===== config.mk =====
export PLATFORM = sky130hd
export DESIGN_NAME = ddr_burst_seq
export DESIGN_NICKNAME = d
export VERILOG_FILES = /design/src/rtl/ddrb_pkg.sv /design/src/rtl/ddrb_launch.sv /design/src/rtl/ddrb_rdburst.sv /design/src/rtl/ddrb_store.sv /design/src/rtl/ddr_burst_seq.sv
export SDC_FILE = /design/constraint.sdc
export NUM_CORES = 2
export LEC_CHECK = 0
export BUFFER_PORTS_ARGS = -buffer_cell sky130_fd_sc_hd__buf_2
export CORE_ASPECT_RATIO = 1.5
export CORE_MARGIN = 4
export CORE_UTILIZATION = 50
export CTS_BUF_LIST = sky130_fd_sc_hd__clkbuf_4 sky130_fd_sc_hd__clkbuf_8 sky130_fd_sc_hd__clkbuf_16
export DETAILED_ROUTE_END_ITERATION = 10
export GPL_ROUTABILITY_DRIVEN = 1
export PLACE_DENSITY = 0.65
export SLEW_MARGIN = 10
export SYNTH_ARGS = -nofsm -noshare
export SYNTH_HDL_FRONTEND = slang
export SYNTH_MEMORY_MAX_BITS = 65536
export SYNTH_SLANG_ARGS = --single-unit

===== constraint.sdc =====
create_clock -name clk -period 4.3 [get_ports clk]
set_input_delay 0.86 -clock clk [delete_from_list [all_inputs] [get_ports clk]]
set_output_delay 0.86 -clock clk [all_outputs]
set_load 0.01 [all_outputs]

===== src/rtl/ddrb_pkg.sv =====
package ddrb_pkg;

  typedef enum logic [1:0] {
    CMD_NOP   = 2'd0,
    CMD_READ  = 2'd1,
    CMD_WRITE = 2'd2,
    CMD_STOP  = 2'd3
  } cmd_e;

  typedef enum logic [1:0] {
    EV_NONE = 2'd0,
    EV_READ = 2'd1,
    EV_STOP = 2'd2
  } ev_e;

  // beats per burst
  function automatic logic [3:0] bl_beats(input logic [1:0] code);
    case (code)
      2'd0:    return 4'd2;
      2'd1:    return 4'd4;
      default: return 4'd8;
    endcase
  endfunction

  // command-to-first-beat latency in half clocks
  function automatic logic [2:0] lat_half(input logic [1:0] code);
    case (code)
      2'd0:    return 3'd4;
      2'd1:    return 3'd5;
      default: return 3'd6;
    endcase
  endfunction

  // stop-to-write window: 2*ceil(CL) half clocks, minus one for the load edge
  function automatic logic [2:0] stop_gap(input logic [1:0] code);
    return (code == 2'd0) ? 3'd3 : 3'd5;
  endfunction

  // sequential column with wrap inside a burst-aligned block
  function automatic logic [15:0] wrap_col(input logic [15:0] base,
                                           input logic [3:0]  off,
                                           input logic [3:0]  bl);
    logic [15:0] mask;
    mask = {12'd0, bl - 4'd1};
    return (base & ~mask) | ((base + {12'd0, off}) & mask);
  endfunction

endpackage


===== src/rtl/ddrb_launch.sv =====
// Latency line: each event is placed at stage lat-1 and reaches stage 0
// lat-1 edges later, so the burst engine acts on it lat edges after sampling.
module ddrb_launch
  import ddrb_pkg::*;
#(
  parameter int BANKW = 2,
  parameter int COLW  = 6,
  parameter int DEPTH = 6
) (
  input  logic             clk,
  input  logic             rst_n,
  input  ev_e              ins_kind,
  input  logic [BANKW-1:0] ins_bank,
  input  logic [COLW-1:0]  ins_col,
  input  logic [2:0]       lat,
  output ev_e              head_kind,
  output logic [BANKW-1:0] head_bank,
  output logic [COLW-1:0]  head_col,
  output logic             next_read,
  output logic             any_read
);

  ev_e              kind_q [DEPTH];
  logic [BANKW-1:0] bank_q [DEPTH];
  logic [COLW-1:0]  col_q  [DEPTH];

  ev_e              up_kind [DEPTH];
  logic [BANKW-1:0] up_bank [DEPTH];
  logic [COLW-1:0]  up_col  [DEPTH];

  for (genvar i = 0; i < DEPTH; i++) begin : g_up
    if (i == DEPTH - 1) begin : g_tail
      assign up_kind[i] = EV_NONE;
      assign up_bank[i] = '0;
      assign up_col[i]  = '0;
    end else begin : g_link
      assign up_kind[i] = kind_q[i+1];
      assign up_bank[i] = bank_q[i+1];
      assign up_col[i]  = col_q[i+1];
    end
  end

  always_ff @(posedge clk) begin
    for (int i = 0; i < DEPTH; i++) begin
      if (!rst_n) begin
        kind_q[i] <= EV_NONE;
        bank_q[i] <= '0;
        col_q[i]  <= '0;
      end else if (ins_kind != EV_NONE && lat == 3'(i + 1)) begin
        kind_q[i] <= ins_kind;
        bank_q[i] <= ins_bank;
        col_q[i]  <= ins_col;
      end else begin
        kind_q[i] <= up_kind[i];
        bank_q[i] <= up_bank[i];
        col_q[i]  <= up_col[i];
      end
    end
  end

  always_comb begin
    any_read = 1'b0;
    for (int i = 0; i < DEPTH; i++)
      if (kind_q[i] == EV_READ) any_read = 1'b1;
  end

  assign head_kind = kind_q[0];
  assign head_bank = bank_q[0];
  assign head_col  = col_q[0];
  assign next_read = (kind_q[1] == EV_READ);

endmodule


===== src/rtl/ddrb_rdburst.sv =====
// Burst engine: a read reaching the head restarts the burst (interrupt),
// a stop reaching the head ends it, otherwise the running burst steps on.
module ddrb_rdburst
  import ddrb_pkg::*;
#(
  parameter int BANKW = 2,
  parameter int COLW  = 6
) (
  input  logic             clk,
  input  logic             rst_n,
  input  logic [3:0]       bl,
  input  ev_e              head_kind,
  input  logic [BANKW-1:0] head_bank,
  input  logic [COLW-1:0]  head_col,
  input  logic             next_read,
  output logic             beat_en,
  output logic [BANKW-1:0] beat_bank,
  output logic [COLW-1:0]  beat_col,
  output logic             oe_q
);

  logic             act_q, act_n;
  logic [3:0]       cnt_q, cnt_n;
  logic [COLW-1:0]  base_q, base_n;
  logic [BANKW-1:0] bank_q, bank_n;

  always_comb begin
    act_n     = act_q;
    cnt_n     = cnt_q;
    base_n    = base_q;
    bank_n    = bank_q;
    beat_en   = 1'b0;
    beat_bank = bank_q;
    beat_col  = base_q;
    if (head_kind == EV_READ) begin
      beat_en   = 1'b1;
      beat_bank = head_bank;
      beat_col  = head_col;
      act_n     = 1'b1;
      cnt_n     = 4'd1;
      base_n    = head_col;
      bank_n    = head_bank;
    end else if (head_kind == EV_STOP) begin
      act_n = 1'b0;
    end else if (act_q && cnt_q < bl) begin
      beat_en  = 1'b1;
      beat_col = COLW'(wrap_col(16'(base_q), cnt_q, bl));
      cnt_n    = cnt_q + 4'd1;
    end else begin
      act_n = 1'b0;
    end
  end

  always_ff @(posedge clk) begin
    if (!rst_n) begin
      act_q  <= 1'b0;
      cnt_q  <= '0;
      base_q <= '0;
      bank_q <= '0;
      oe_q   <= 1'b0;
    end else begin
      act_q  <= act_n;
      cnt_q  <= cnt_n;
      base_q <= base_n;
      bank_q <= bank_n;
      oe_q   <= beat_en | next_read;
    end
  end

endmodule


===== src/rtl/ddrb_store.sv =====
module ddrb_store #(
  parameter int BANKW = 2,
  parameter int COLW  = 6,
  parameter int DW    = 16
) (
  input  logic             clk,
  input  logic             we,
  input  logic [BANKW-1:0] wbank,
  input  logic [COLW-1:0]  wcol,
  input  logic [DW-1:0]    wdata,
  input  logic [BANKW-1:0] rbank,
  input  logic [COLW-1:0]  rcol,
  output logic [DW-1:0]    rdata
);

  localparam int WORDS = 1 << (BANKW + COLW);

  logic [DW-1:0] mem [WORDS];

  always_ff @(posedge clk) begin
    if (we) mem[{wbank, wcol}] <= wdata;
  end

  assign rdata = mem[{rbank, rcol}];

endmodule


===== src/rtl/ddr_burst_seq.sv =====
module ddr_burst_seq
  import ddrb_pkg::*;
#(
  parameter int DW      = 16,
  parameter int COLW    = 6,
  parameter int BANKS   = 4,
  parameter int MAX_LAT = 6
) (
  input  logic                     clk,
  input  logic                     rst_n,
  input  logic [1:0]               cfg_bl,
  input  logic [1:0]               cfg_cl,
  output logic                     cmd_slot,
  input  logic [1:0]               cmd,
  input  logic [$clog2(BANKS)-1:0] cmd_bank,
  input  logic [COLW-1:0]          cmd_col,
  input  logic                     wr_valid,
  output logic                     wr_ready,
  input  logic [DW-1:0]            wr_data,
  output logic                     rd_valid,
  output logic [$clog2(BANKS)-1:0] rd_bank,
  output logic [COLW-1:0]          rd_col,
  output logic [DW-1:0]            rd_data,
  output logic                     dq_oe,
  output logic                     proto_err
);

  localparam int BANKW = $clog2(BANKS);

  logic [3:0] bl;
  logic [2:0] lat;
  assign bl  = bl_beats(cfg_bl);
  assign lat = lat_half(cfg_cl);

  // command phase: sampling happens on alternate edges
  logic ph_q;
  always_ff @(posedge clk) begin
    if (!rst_n) ph_q <= 1'b0;
    else        ph_q <= ~ph_q;
  end
  assign cmd_slot = ~ph_q;

  cmd_e cmd_c;
  assign cmd_c = cmd_e'(cmd);

  logic             wr_act, rd_open;
  logic [2:0]       stop_cnt;
  logic [3:0]       wr_cnt;
  logic [BANKW-1:0] wr_bank;
  logic [COLW-1:0]  wr_base;

  logic is_rd, is_wr, is_st, rd_ok, wr_ok, st_ok, reject;
  assign is_rd  = cmd_slot && cmd_c == CMD_READ;
  assign is_wr  = cmd_slot && cmd_c == CMD_WRITE;
  assign is_st  = cmd_slot && cmd_c == CMD_STOP;
  assign rd_ok  = is_rd && !wr_act;
  assign wr_ok  = is_wr && !wr_act && !rd_open && stop_cnt == 3'd0;
  assign st_ok  = is_st && !wr_act;
  assign reject = (is_rd && wr_act) || (is_wr && !wr_ok);

  ev_e ins_kind;
  always_comb begin
    if (rd_ok)      ins_kind = EV_READ;
    else if (st_ok) ins_kind = EV_STOP;
    else            ins_kind = EV_NONE;
  end

  ev_e              head_kind;
  logic [BANKW-1:0] head_bank;
  logic [COLW-1:0]  head_col;
  logic             next_read, any_read;

  ddrb_launch #(.BANKW(BANKW), .COLW(COLW), .DEPTH(MAX_LAT)) launch_i (
    .clk       (clk),
    .rst_n     (rst_n),
    .ins_kind  (ins_kind),
    .ins_bank  (cmd_bank),
    .ins_col   (cmd_col),
    .lat       (lat),
    .head_kind (head_kind),
    .head_bank (head_bank),
    .head_col  (head_col),
    .next_read (next_read),
    .any_read  (any_read)
  );

  logic             beat_en;
  logic [BANKW-1:0] beat_bank;
  logic [COLW-1:0]  beat_col;

  ddrb_rdburst #(.BANKW(BANKW), .COLW(COLW)) burst_i (
    .clk       (clk),
    .rst_n     (rst_n),
    .bl        (bl),
    .head_kind (head_kind),
    .head_bank (head_bank),
    .head_col  (head_col),
    .next_read (next_read),
    .beat_en   (beat_en),
    .beat_bank (beat_bank),
    .beat_col  (beat_col),
    .oe_q      (dq_oe)
  );

  // write burst capture through the valid/ready stream
  logic            wr_fire;
  logic [COLW-1:0] wr_col;
  assign wr_ready = wr_act;
  assign wr_fire  = wr_valid && wr_act;
  assign wr_col   = COLW'(wrap_col(16'(wr_base), wr_cnt, bl));

  logic [DW-1:0] st_rdata;

  ddrb_store #(.BANKW(BANKW), .COLW(COLW), .DW(DW)) store_i (
    .clk   (clk),
    .we    (wr_fire),
    .wbank (wr_bank),
    .wcol  (wr_col),
    .wdata (wr_data),
    .rbank (beat_bank),
    .rcol  (beat_col),
    .rdata (st_rdata)
  );

  always_ff @(posedge clk) begin
    if (!rst_n) begin
      wr_act    <= 1'b0;
      wr_cnt    <= '0;
      wr_bank   <= '0;
      wr_base   <= '0;
      rd_open   <= 1'b0;
      stop_cnt  <= '0;
      proto_err <= 1'b0;
      rd_valid  <= 1'b0;
      rd_bank   <= '0;
      rd_col    <= '0;
      rd_data   <= '0;
    end else begin
      if (wr_ok) begin
        wr_act  <= 1'b1;
        wr_cnt  <= '0;
        wr_bank <= cmd_bank;
        wr_base <= cmd_col;
      end else if (wr_fire) begin
        wr_cnt <= wr_cnt + 4'd1;
        if (wr_cnt == bl - 4'd1) wr_act <= 1'b0;
      end

      if (rd_ok)      rd_open <= 1'b1;
      else if (st_ok) rd_open <= 1'b0;
      else            rd_open <= rd_open && (any_read || beat_en);

      if (st_ok)                 stop_cnt <= stop_gap(cfg_cl);
      else if (stop_cnt != 3'd0) stop_cnt <= stop_cnt - 3'd1;

      proto_err <= proto_err | reject;

      rd_valid <= beat_en;
      rd_bank  <= beat_bank;
      rd_col   <= beat_col;
      rd_data  <= st_rdata;
    end
  end

endmodule


==> results by group <==
Setup path
  • WP buf/inv: 6
  • Critical Path RT: 5.11 ns
  • Critical path launch point type: flop
  • CP cell instances: ha_4 > o311ai_4 > and4_4 > o31a_4 > buf_12 > buf_12 > buf_12 > buf_4 > a21oi_1 > a221oi_2 > o41ai_2 > buf_4 > nand4b_1 > buf_4 > a2111o_1
  • Slowest CP cell: nand4b_1
  • Worst path max stage delay: roughly 0.4 ns
  • Arr. time, crit path: 5.15 ns
  • Crit Path Class: reg -> reg
  • Crit path max fanout: 69
  • CP top delay family: compound AO/OA/AOI/OAI gates
  • CP endpoint kind: flop

STA
  • Worst-margin pin slew: around 1.3 ns
  • Max-slew violations: 0
  • Fin. Hold Viols: 0
  • Setup ws final: -0.0441 ns
  • Total negative slack: -0.0446 ns
  • Final setup viols: 2
  • Headroom to the max-slew limit: 0.133
  • Fin crit share: 1.01
  • Worst Skew: roughly 0.06 ns
  • RSZ-0062 raised after global routing: true
  • Achievable clock frequency: approximately 230 MHz
  • Fin crit period: 4.34 ns

Yosys
  • Synth Area in Adders: 0.00124
  • Ys Warns: 0
  • Cells after Synth: 10800
  • Largest family of logic cells by synthesized area: compound AO/OA/AOI/OAI gates
  • Synth Flop Type: edfxtp_1
  • Post-synth EDFFs: 4126
  • Mux cell area share after synthesis: 0.0318
  • Avg Cell Area, Syn: 15.1 um2
  • Cell Area, Synth: about 160000 um2
  • Post-synth ARST share: 0
  • Register area share after synthesis: 0.768
  • Synth Area in XOR/XNOR: 0.000749
  • Synth Area in Simple Gates: 0.0674
  • Yosys reg bits: ~4200
  • Synth unique cells: 69
  • Compound-Gate Fraction of Synth Area: 0.109

Cells and area
  • Sequential cell area: 126000 um2
  • Commonest non-fill, non-tap cell in the layout: edfxtp_1
  • Multi-input gate area: approximately 36000 um2
  • Utilization after layout: 0.596
  • Layout net count: between 10000 and 15000
  • Design area: around 200000 um2
  • Area Growth Syn to Fin: 18.9%
  • Most frequent cells in the layout: 4126 x edfxtp_1, 2031 x nand2_1, 1367 x a21oi_1, 1070 x buf_4, 604 x a221oi_1
  • FILL cells: 23800
  • Layout cells sized above 1: 0.200

Detailed routing
  • WL met2: approximately 250000 um
  • Wire per inst: between 30 and 40 um
  • Detailed Route WL: 509000 um
  • Vias/cell: 6.35
  • Drt drc: 0
  • Final antenna-violating net count: 0
  • DR vias: 105000
  • Met1 WL: about 180000 um
  • Initial drt markers: approximately 14000
  • Met3 WL: 44000 um
  • First-pass iteration count of the detailed router: 6
  • Max layer used: met5

Placement
  • Pre-CTS WS: -1.54 ns
  • DP Area: 180000 um2
  • DP Wirelength: between 300000 and 400000 um
  • I/O Buffers: 61
  • Routability cong.: 0.902

Global route
  • Vias in the first global route: around 100k
  • Pin count of the biggest net entering global routing: between 100 and 150
  • Initial antenna violation count: 26
  • Global route overflow: 0
  • Gr usage total: 0.294
  • First-pass GRT wire length: 720000 um

Die
  • I/O pin count: 62
  • Chip Height: between 700 and 800 um
  • Core area: around 330000 um2
  • Initial Utilization: 0.501
  • # rows: between 200 and 300
  • Die area: ~340000 um2
  • Die X: 475 um

Clock network
  • CTS tree: yes
  • Clock tree root driver cell: clkbuf_16
  • Clk Latency, worst-skew pair: between 0.9 and 1 ns
  • Clock-pin slew on the worst setup and hold paths: around 0.070 ns
  • CTS H-tree depth: 5
  • CTS buffer count: between 300 and 400
  • CTS max path bufs: 4
  • CTS hold repair buffers: 0
  • # clock sinks: about 4200

Power and ir drop
  • Internal power: about 65 mW
  • P per Cell Area: 421 nW/um2
  • Seq pwr share: 0.551
  • Clock network power share: 0.412
  • Comb pwr share: 0.038
  • Tot Pwr: approximately 80 mW
  • Leakage power: approximately 69 nW
  • Sw Pwr: about 17 mW
  • Sw Share: 0.208
  • VDD IR max: between 0.3 and 0.4 mV

Status
  • Failing checks: negative setup slack
  • Status: finished with violations

Worst hold path
  • HP Class: in -> reg

Flow run
  • Max Cap Viol: 0
## final timing paths
check,startpoint,end,slack (ns),depth (start not counted)
worst max-delay path,burst_i.cnt_q[3],rd_data[3],-0.04,15
worst max register to register,burst_i.cnt_q[3],rd_data[3],-0.04,15
worst min-delay path,cmd[1],stop_cnt[2],0.28,2
worst min register to register,launch_i.col_q[2][5],launch_i.col_q[1][5],0.43,1
## repair_timing
action                     in CTS  in global routing
gates resized for setup       153                132
pin swaps                      36                 52
setup endpoints to repair      16                 15
buffers inserted               47                 26
gates cloned                   10                  9
## worst register-to-register path, stage by stage (launching register included)
cell and delay, ns:
dfxtp_2 0.34, ha_4 0.29, o311ai_4 0.12, and4_4 0.23
o31a_4 0.38, buf_12 0.18, buf_12 0.20, buf_12 0.20
buf_4 0.27, a21oi_1 0.29, a221oi_2 0.13, o41ai_2 0.35
buf_4 0.18, nand4b_1 0.40, buf_4 0.33, a2111o_1 0.36
## area by class of cell
| class | count | share of cell area |
|---|---|---|
| antenna | 13 | 0.000167 |
| clock buffer | 488 | 0.0535 |
| clock inverter | 186 | 0.00911 |
| inverter | 19 | 0.000366 |
| multi-input combinational | 5824 | 0.185 |
| sequential | 4212 | 0.646 |
| tap | 4273 | 0.0275 |
| timing repair buffer | 1475 | 0.0786 |
## stage by stage
step	cells	hold slack (ns)
5_1_grt	16500	0.261
3_5_place_dp	15700	0.419
6_report	16500	0.277
4_1_cts	16400	0.206
3_3_place_gp	15700	0.417
2_1_floorplan	10900	0.412
## layer usage
metal,GRT usage,vias up
met3,0.0464,1197
met5,0,-
met4,0.187,14
li1,-,44400
met1,0.359,53100
met2,0.490,5997
## power groups by stage
| stage | clock, mW | sequential [mW] | combinational, mW |
|---|---|---|---|
| final | 33.7 | 45.1 | 3.10 |
| after CTS | 34.0 | 45.1 | 3.01 |
| after floorplan | 0 | 46.0 | 1.06 |
| after detailed placement | 0 | 46.0 | 2.93 |
| after global placement | 0 | 46.0 | 2.84 |
| after global routing | 35.6 | 45.1 | 3.23 |
## cells by family after synthesis
family,count (synthesis)
other,1
AOI/OAI and AO/OA,2639
adders and majority gates,15
DFF,4212
buffers and inverters,825
muxes,387
and+or+nand+nor,2739
xor gates and xnor gates,14
## Yosys cell counts, types with 7 or more instances
master	n	share of area
nand2b_1	7	0.00027
o41ai_1	97	0.0052
dfxtp_1	86	0.011
a41oi_1	46	0.0025
and3_1	13	0.00050
o31a_1	12	0.00064
nor4_1	30	0.0011
or4_1	9	0.00041
mux4_2	106	0.015
edfxtp_1	4126	0.76
o22ai_1	10	0.00038
a22oi_1	32	0.0015
a21o_1	7	0.00032
o221a_2	20	0.0014
a31oi_1	50	0.0019
nor2_1	312	0.0072
inv_1	19	0.00044
buf_4	22	0.0010
ha_1	13	0.00099
nor2b_1	36	0.0014
a21boi_0	13	0.00060
a22o_1	10	0.00054
a32o_1	34	0.0021
o31ai_1	31	0.0014
a21oi_1	1385	0.042
clkbuf_1	297	0.0068
xor2_1	9	0.00048
nand4_1	10	0.00038
o21a_1	8	0.00037
a32oi_1	123	0.0066
nand3_1	194	0.0059
buf_2	346	0.011
o21ai_0	17	0.00052
buf_6	9	0.00062
and2_1	48	0.0018
o221ai_1	23	0.0012
a221oi_1	618	0.033
mux2i_1	280	0.017
nand2_1	2048	0.047
buf_1	132	0.0030
a221o_1	75	0.0046
## state kept, by name (all words and copies together), names as in the netlist
register,count
wr_cnt,4
store_i.mem,4096
rd_data,16
burst_i.oe_q,1
rd_open,1
launch_i.kind_q,12
rd_valid,1
launch_i.bank_q,12
burst_i.bank_q,2
burst_i.cnt_q,4
wr_ready,1
burst_i.act_q,1
ph_q,1
launch_i.col_q,36
wr_bank,2
rd_col,6
proto_err,1
stop_cnt,3
wr_base,6
burst_i.base_q,6
(Power assumes the default switching activity.)
